[config.mk]
export PLATFORM = sky130hd
export DESIGN_NAME = ir_pulse_codec
export DESIGN_NICKNAME = d
export VERILOG_FILES = /design/src/rtl/ir_pulse_codec_pkg.sv /design/src/rtl/ir_bit_timer.sv /design/src/rtl/ir_pulse_tx.sv /design/src/rtl/ir_pulse_rx.sv /design/src/rtl/ir_pulse_codec.sv
export SDC_FILE = /design/constraint.sdc
export NUM_CORES = 1
export LEC_CHECK = 0
export ABC_CLOCK_PERIOD_IN_PS = 3900
export BUFFER_PORTS_ARGS = -buffer_cell sky130_fd_sc_hd__buf_4
export CAP_MARGIN = 10
export CORE_ASPECT_RATIO = 0.9
export CORE_UTILIZATION = 54
export DETAILED_ROUTE_END_ITERATION = 10
export GPL_TIMING_DRIVEN = 0
export PLACE_DENSITY = 0.71
export SLEW_MARGIN = 40
export SYNTH_ARGS = -nofsm -noshare
export SYNTH_HDL_FRONTEND = slang
export SYNTH_SLANG_ARGS = --single-unit
[constraint.sdc]
create_clock -name clk_i -period 3.9 [get_ports clk_i]
set_input_delay 0.585 -clock clk_i [delete_from_list [all_inputs] [get_ports clk_i]]
set_output_delay 0.585 -clock clk_i [all_outputs]
set_load 0.05 [all_outputs]
[src/rtl/ir_pulse_codec_pkg.sv]
package ir_pulse_codec_pkg;
  typedef enum logic {
    RX_IDLE  = 1'b0,
    RX_FRAME = 1'b1
  } rx_state_e;

  function automatic int cnt_width(input int n);
    return (n > 1) ? $clog2(n) : 1;
  endfunction
endpackage

[src/rtl/ir_bit_timer.sv]
module ir_bit_timer #(
  parameter int CLKS_PER_TICK = 48,
  parameter int TICKS_PER_BIT = 16,
  localparam int PW = ir_pulse_codec_pkg::cnt_width(CLKS_PER_TICK),
  localparam int TW = ir_pulse_codec_pkg::cnt_width(TICKS_PER_BIT)
) (
  input  logic          clk_i,
  input  logic          rst_ni,
  input  logic          load_i,
  input  logic [TW-1:0] load_tick_i,
  input  logic          run_i,
  output logic [PW-1:0] pre_o,
  output logic [TW-1:0] tick_o,
  output logic          cell_end_o
);
  localparam logic [PW-1:0] PRE_LAST  = PW'(CLKS_PER_TICK - 1);
  localparam logic [TW-1:0] TICK_LAST = TW'(TICKS_PER_BIT - 1);

  logic [PW-1:0] pre_q;
  logic [TW-1:0] tick_q;

  always_ff @(posedge clk_i or negedge rst_ni) begin
    if (!rst_ni) begin
      pre_q  <= '0;
      tick_q <= '0;
    end else if (load_i) begin
      pre_q  <= '0;
      tick_q <= load_tick_i;
    end else if (run_i) begin
      if (pre_q == PRE_LAST) begin
        pre_q  <= '0;
        tick_q <= (tick_q == TICK_LAST) ? '0 : tick_q + 1'b1;
      end else begin
        pre_q <= pre_q + 1'b1;
      end
    end
  end

  assign pre_o      = pre_q;
  assign tick_o     = tick_q;
  assign cell_end_o = run_i && (pre_q == PRE_LAST) && (tick_q == TICK_LAST);
endmodule

[src/rtl/ir_pulse_tx.sv]
module ir_pulse_tx #(
  parameter int CLKS_PER_TICK = 48,
  parameter int TICKS_PER_BIT = 16,
  parameter int PULSE_CLKS    = 12,
  parameter int DATA_BITS     = 8
) (
  input  logic                 clk_i,
  input  logic                 rst_ni,
  input  logic [DATA_BITS-1:0] data_i,
  input  logic                 valid_i,
  output logic                 ready_o,
  output logic                 ir_o
);
  localparam int FB = DATA_BITS + 2;
  localparam int CW = ir_pulse_codec_pkg::cnt_width(FB);
  localparam int PW = ir_pulse_codec_pkg::cnt_width(CLKS_PER_TICK);
  localparam int TW = ir_pulse_codec_pkg::cnt_width(TICKS_PER_BIT);
  localparam logic [CW-1:0] CELL_LAST = CW'(FB - 1);

  logic          busy_q;
  logic [FB-1:0] frame_q;
  logic [CW-1:0] cell_q;
  logic [PW-1:0] pre;
  logic [TW-1:0] tick;
  logic          cell_end;
  logic          accept;

  assign accept = valid_i && !busy_q;

  ir_bit_timer #(
    .CLKS_PER_TICK(CLKS_PER_TICK),
    .TICKS_PER_BIT(TICKS_PER_BIT)
  ) u_timer (
    .clk_i      (clk_i),
    .rst_ni     (rst_ni),
    .load_i     (accept),
    .load_tick_i('0),
    .run_i      (busy_q),
    .pre_o      (pre),
    .tick_o     (tick),
    .cell_end_o (cell_end)
  );

  always_ff @(posedge clk_i or negedge rst_ni) begin
    if (!rst_ni) begin
      busy_q  <= 1'b0;
      frame_q <= '1;
      cell_q  <= '0;
    end else if (accept) begin
      busy_q  <= 1'b1;
      frame_q <= {1'b1, data_i, 1'b0};
      cell_q  <= '0;
    end else if (busy_q && cell_end) begin
      frame_q <= {1'b1, frame_q[FB-1:1]};
      if (cell_q == CELL_LAST) busy_q <= 1'b0;
      else                     cell_q <= cell_q + 1'b1;
    end
  end

  // pulse sits in the first tick; PULSE_CLKS must not exceed CLKS_PER_TICK
  assign ir_o    = busy_q && !frame_q[0] && (tick == '0) && (int'(pre) < PULSE_CLKS);
  assign ready_o = !busy_q;
endmodule

[src/rtl/ir_pulse_rx.sv]
module ir_pulse_rx #(
  parameter int CLKS_PER_TICK = 48,
  parameter int TICKS_PER_BIT = 16,
  parameter int DATA_BITS     = 8
) (
  input  logic                 clk_i,
  input  logic                 rst_ni,
  input  logic                 ir_i,
  output logic [DATA_BITS-1:0] data_o,
  output logic                 valid_o
);
  import ir_pulse_codec_pkg::*;

  localparam int CW = cnt_width(DATA_BITS + 1);
  localparam int PW = cnt_width(CLKS_PER_TICK);
  localparam int TW = cnt_width(TICKS_PER_BIT);
  localparam logic [CW-1:0] CELL_LAST = CW'(DATA_BITS);
  // window starts half a cell early so edges land mid-window
  localparam logic [TW-1:0] HALF_TICK = TW'(TICKS_PER_BIT / 2);

  rx_state_e            state_q;
  logic [2:0]           sync_q;
  logic                 rise;
  logic                 seen_q;
  logic [CW-1:0]        cell_q;
  logic [DATA_BITS-1:0] shift_q;
  logic [DATA_BITS-1:0] data_q;
  logic                 valid_q;
  logic                 start;
  logic                 cell_end;
  logic                 bit_val;
  logic [PW-1:0]        pre_unused;
  logic [TW-1:0]        tick_unused;

  assign rise    = sync_q[1] && !sync_q[2];
  assign start   = (state_q == RX_IDLE) && rise;
  assign bit_val = !(seen_q || rise);

  ir_bit_timer #(
    .CLKS_PER_TICK(CLKS_PER_TICK),
    .TICKS_PER_BIT(TICKS_PER_BIT)
  ) u_timer (
    .clk_i      (clk_i),
    .rst_ni     (rst_ni),
    .load_i     (start),
    .load_tick_i(HALF_TICK),
    .run_i      (state_q == RX_FRAME),
    .pre_o      (pre_unused),
    .tick_o     (tick_unused),
    .cell_end_o (cell_end)
  );

  always_ff @(posedge clk_i or negedge rst_ni) begin
    if (!rst_ni) sync_q <= '0;
    else         sync_q <= {sync_q[1:0], ir_i};
  end

  always_ff @(posedge clk_i or negedge rst_ni) begin
    if (!rst_ni) begin
      state_q <= RX_IDLE;
      seen_q  <= 1'b0;
      cell_q  <= '0;
      shift_q <= '0;
      data_q  <= '0;
      valid_q <= 1'b0;
    end else begin
      valid_q <= 1'b0;
      if (start) begin
        state_q <= RX_FRAME;
        cell_q  <= '0;
        seen_q  <= 1'b0;
      end else if (state_q == RX_FRAME) begin
        if (cell_end) begin
          seen_q <= 1'b0;
          if (cell_q != '0) shift_q <= {bit_val, shift_q[DATA_BITS-1:1]};
          if (cell_q == CELL_LAST) begin
            state_q <= RX_IDLE;
            valid_q <= 1'b1;
            data_q  <= {bit_val, shift_q[DATA_BITS-1:1]};
          end else begin
            cell_q <= cell_q + 1'b1;
          end
        end else begin
          seen_q <= seen_q || rise;
        end
      end
    end
  end

  assign data_o  = data_q;
  assign valid_o = valid_q;
endmodule

[src/rtl/ir_pulse_codec.sv]
module ir_pulse_codec #(
  parameter int CLKS_PER_TICK = 48,
  parameter int TICKS_PER_BIT = 16,
  parameter int PULSE_CLKS    = 12,
  parameter int DATA_BITS     = 8
) (
  input  logic                 clk_i,
  input  logic                 rst_ni,
  input  logic [DATA_BITS-1:0] tx_data_i,
  input  logic                 tx_valid_i,
  output logic                 tx_ready_o,
  output logic                 ir_tx_o,
  input  logic                 ir_rx_i,
  output logic [DATA_BITS-1:0] rx_data_o,
  output logic                 rx_valid_o
);
  ir_pulse_tx #(
    .CLKS_PER_TICK(CLKS_PER_TICK),
    .TICKS_PER_BIT(TICKS_PER_BIT),
    .PULSE_CLKS   (PULSE_CLKS),
    .DATA_BITS    (DATA_BITS)
  ) u_tx (
    .clk_i  (clk_i),
    .rst_ni (rst_ni),
    .data_i (tx_data_i),
    .valid_i(tx_valid_i),
    .ready_o(tx_ready_o),
    .ir_o   (ir_tx_o)
  );

  ir_pulse_rx #(
    .CLKS_PER_TICK(CLKS_PER_TICK),
    .TICKS_PER_BIT(TICKS_PER_BIT),
    .DATA_BITS    (DATA_BITS)
  ) u_rx (
    .clk_i  (clk_i),
    .rst_ni (rst_ni),
    .ir_i   (ir_rx_i),
    .data_o (rx_data_o),
    .valid_o(rx_valid_o)
  );
endmodule

==> results.txt <==
- Pin placement for this block handled 23 I/O pins.
- The initialized floorplan defines 24 standard-cell rows.
* Count of yosys warnings during synthesis: 0
- After clock tree synthesis, the flow added hold-fix buffers numbering 0.
* Worst rel slew slack: roughly 59%
- IR analysis of the VDD net gives a maximum drop of 377.4 uV.
* Post-synthesis instance total: approximately 260
* Hold violation total from the final report: 0
- The total overflow left after global routing is 0.
- Clock tree synthesis inserted a total of 9 buffers.
- The routed design could run at a clock period as short as approximately 2.2 ns.
* Most frequent cell after synthesis: dfrtp_1
- Timing would allow up to around 0.45 GHz.
- Critical Path Slowest Stage Cell: dfrtp_1
- Yosys cell types: 50
* Count of H-tree levels built during CTS: 3
- For this run, the leading register cell type out of synthesis is dfrtp_1.
- No sink is reached through more buffers than the 2 on the longest clock path.
- Horizontal die dimension: slightly below 80 microns
- After floorplanning, the core was sized to cover between 4000 and 5000 sq um.
- Async SR Flop Fraction: 100.0%
- Sequential elements use around 54% of the synthesized area.
- At the worst endpoint, the arrival time is about 1.7 ns.
- The initial utilization of the core area, before any placement, comes to between 50% and 60%.
- Number of failing setup endpoints in the final timing report: 0
* Clock-pin transition on the worst setup and hold timing paths: ~0.060 ns
- In the final layout, the share of cells above drive strength 1 is between 20% and 30%.
* Antenna violations before repair: 0
* Die boundary height: approximately 70 microns
* Clock Skew: between 0.008 and 0.009 ns
- The first routing iteration left 73 violations.
- Worst Setup End Kind: primary output
- Relative to the synthesized area, the layout overhead comes to 18.35%.
- Counting tap cells, the placed design contains a total of between 300 and 400 instances.
- CTS tree: yes
- Maximum net fanout on the critical path: 6
- For this run, the total global-route usage over all layers was measured as a little over a fifth.
* Slew of the pin with the lowest slew margin: 0.6139 ns
- Avg Cell Area, Syn: approximately 11 sq um
- In this run, synthesis produced a sequential element count of about 60.
- Count of antenna diodes in the layout: 0
- Final Util: roughly two thirds
- Area of the die: 5416 sq um
* Antenna Nets Post-Route: 0
* Number of vias per cell after detailed routing: between 5 and 6
- OpenSTA, run right after detailed placement, puts the worst setup slack at around 2 ns.
- Synthesis produced a netlist with a net count of between 200 and 300.
- Detailed placement ended at an HPWL of 3257 microns.
- Final Total Pwr: between 1.5 and 2 mW
- The worst setup path is launched from a register.
* Number of standard cells in the layout, taps in and fillers out: 362
- The tree is rooted in a clkbuf_8.
* Top cell type by total area after synthesis: dfrtp_1
- The largest single stage delay on the critical path is between 0.4 and 0.5 ns.
- Synth top area share: around 45%
- Wire length of the first global-routing pass: about 8700 microns
* RSZ-0062 raised after global routing: no
- For this block, the routed nets add up to approximately 4900 microns of wire.
- The count of pins over their slew limit came to 0.
* Maximum number of pins on one net before global-route repair: 60
- At the later pin of the worst-skew pair, clock insertion delay measures between 0.3 and 0.4 ns.
- Leading post-synthesis cells by cell area: dfrtp_1, dfstp_2, mux2_2
- Final Net Count: 313
- Counting flops with a built-in enable in the synthesized netlist gives 0.
- Result of the run: finished, final reports clean
- During placement, the flow inserted port buffers numbering 22.
- Crit share post-route: 57.62%
* List of cells traversed by the critical path: nor2_1 > nand4_1 > nor4b_1 > buf_4
* Power density normalized to cell area: 573.6 nW/um^2
- # DRC: 0
* Count of cells resized by post-cts repair: 0
- The path class of the tightest hold or removal check is in -> async.
- Ranked by instance count, the synthesized netlist is headed by dfrtp_1, nand2_1, mux2_2, nor2_1, o21ai_0.
- Leakage power figure: ~1.6 nW
- Max-cap violations in this run came to 0.
- The worst setup path is of the reg -> out kind.
- Summing over every cut layer, the via total after detailed routing is between 1.5k and 2k.
- Detail-routed net length per standard cell: about 14 microns
- Setup slack on the critical path of the routed design comes to about 1.7 ns.
- Setup Buffers After CTS: 0
- Synthesized area: between 2000 and 3000 sq um
- Weighted congestion at the end of routability-driven global placement: about 0.76
* Vias in the first global route: about 1.9k
- First-pass DRT Iterations: 4
* Worst Path Required: 3.31 ns
* Number of sinks driven by the clock tree: approximately 60
* Sum of negative setup slack: 0 ns
-- sequential cells by signal (all words and copies together), names as in the netlist --
register and cells:
u_tx.frame_q 9, u_tx.u_timer.pre_o 6, u_rx.cell_q 4, u_rx.u_timer.pre_o 6, u_tx.busy_q 1, u_rx.shift_q 7, u_tx.cell_q 4, u_rx.u_timer.tick_o 4
u_tx.u_timer.tick_o 4, u_rx.valid_o 1, u_rx.state_q 1, u_rx.sync_q 3, u_rx.data_o 8, u_rx.seen_q 1
-- critical path, delay by kind of cell, from the launching register on --
| kind | cells | cell delay, ns |
|---|---|---|
| buffers and inverters | 1 | 0.27 |
| flip-flops | 1 | 0.42 |
| AND/OR/NAND/NOR | 3 | 0.65 |
-- routing by layer --
metal  global-route usage, %  vias up  share of wire [%]
li1                        -      987                  -
met1                   28.08      934                 47
met2                   31.47       39                 47
met3                   6.275       11                3.8
met4                   11.32        0                2.6
met5                       0        -                  0
-- layout by cell type (no fill, tap or decap), types with 4 or more instances in the layout --
cell | Yosys | layout
nor3_1 | 7 | 7
dfstp_2 | 9 | 9
xnor2_1 | 4 | 4
dfrtp_1 | 50 | 50
nand3_1 | 13 | 13
o21ai_0 | 15 | 15
inv_1 | 13 | 13
a31oi_1 | 7 | 7
nand2_1 | 34 | 34
buf_4 | 0 | 22
ha_1 | 9 | 9
mux2_2 | 19 | 19
a21o_1 | 6 | 6
clkbuf_8 | 0 | 10
nor2_1 | 16 | 16
-- cells by family (layout without fill, tap and decap cells) --
| group | after synthesis | in the layout | synth area share (%) |
|---|---|---|---|
| adder cells (fa/ha/maj) | 9 | 9 | 4.069 |
| XOR/XNOR | 4 | 4 | 1.266 |
| multiplexers | 19 | 19 | 7.731 |
| flip-flops | 59 | 59 | 53.75 |
| AO/OA/AOI/OAI | 49 | 49 | 11.75 |
| AND/OR/NAND/NOR | 99 | 99 | 18.72 |
| buffers and inverters | 19 | 58 | 2.712 |
-- report_power, final --
part	switching, mW	total (mW)	internal, mW
Clock	0.228	0.668	0.440
Combinational	0.170	0.349	0.178
Sequential	0.115	0.863	0.747
Total	0.514	1.88	1.37
-- final timing paths --
check,start,endpoint,slack [ns],cells after the start
setup / recovery,u_tx.u_timer.pre_o[4]$_DFFE_PN0P_,ir_tx_o,1.65,4
hold / removal,rst_ni,u_rx.u_timer.tick_o[0]$_DFFE_PN0P_,0.14,1
setup reg to reg,u_rx.u_timer.pre_o[0]$_DFFE_PN0P_,u_rx.data_o[3]$_DFFE_PN0P_,2.03,5
hold reg to reg,u_rx.sync_q[0]$_DFF_PN0_,u_rx.sync_q[1]$_DFF_PN0_,0.38,0
max in group asynchronous,rst_ni,u_tx.u_timer.pre_o[3]$_DFFE_PN0P_,3.27,2
min in group clk_i,ir_rx_i,u_rx.sync_q[0]$_DFF_PN0_,0.36,1
-- stage by stage --
step | cell area [sq um] | hold WS [ns]
4_1_cts | 3256 | 0.3234
2_1_floorplan | 2768 | 0.2894
5_1_grt | 3276 | 0.1421
3_3_place_gp | 3014 | 0.3584
3_5_place_dp | 3014 | 0.3724
6_report | 3276 | 0.1367
-- final cells by class --
class                      instances  area (sq um)
sequential                        59          1488
timing repair buffer              23         185.2
inverter                          13         48.80
fill                             381          1619
multi-input combinational        180          1205
clock inverter                     5         100.1
clock buffer                      11         141.4
buffer                             6         26.28
tap                               65         81.33
Note: power is estimated with default switching activity, not from simulation.
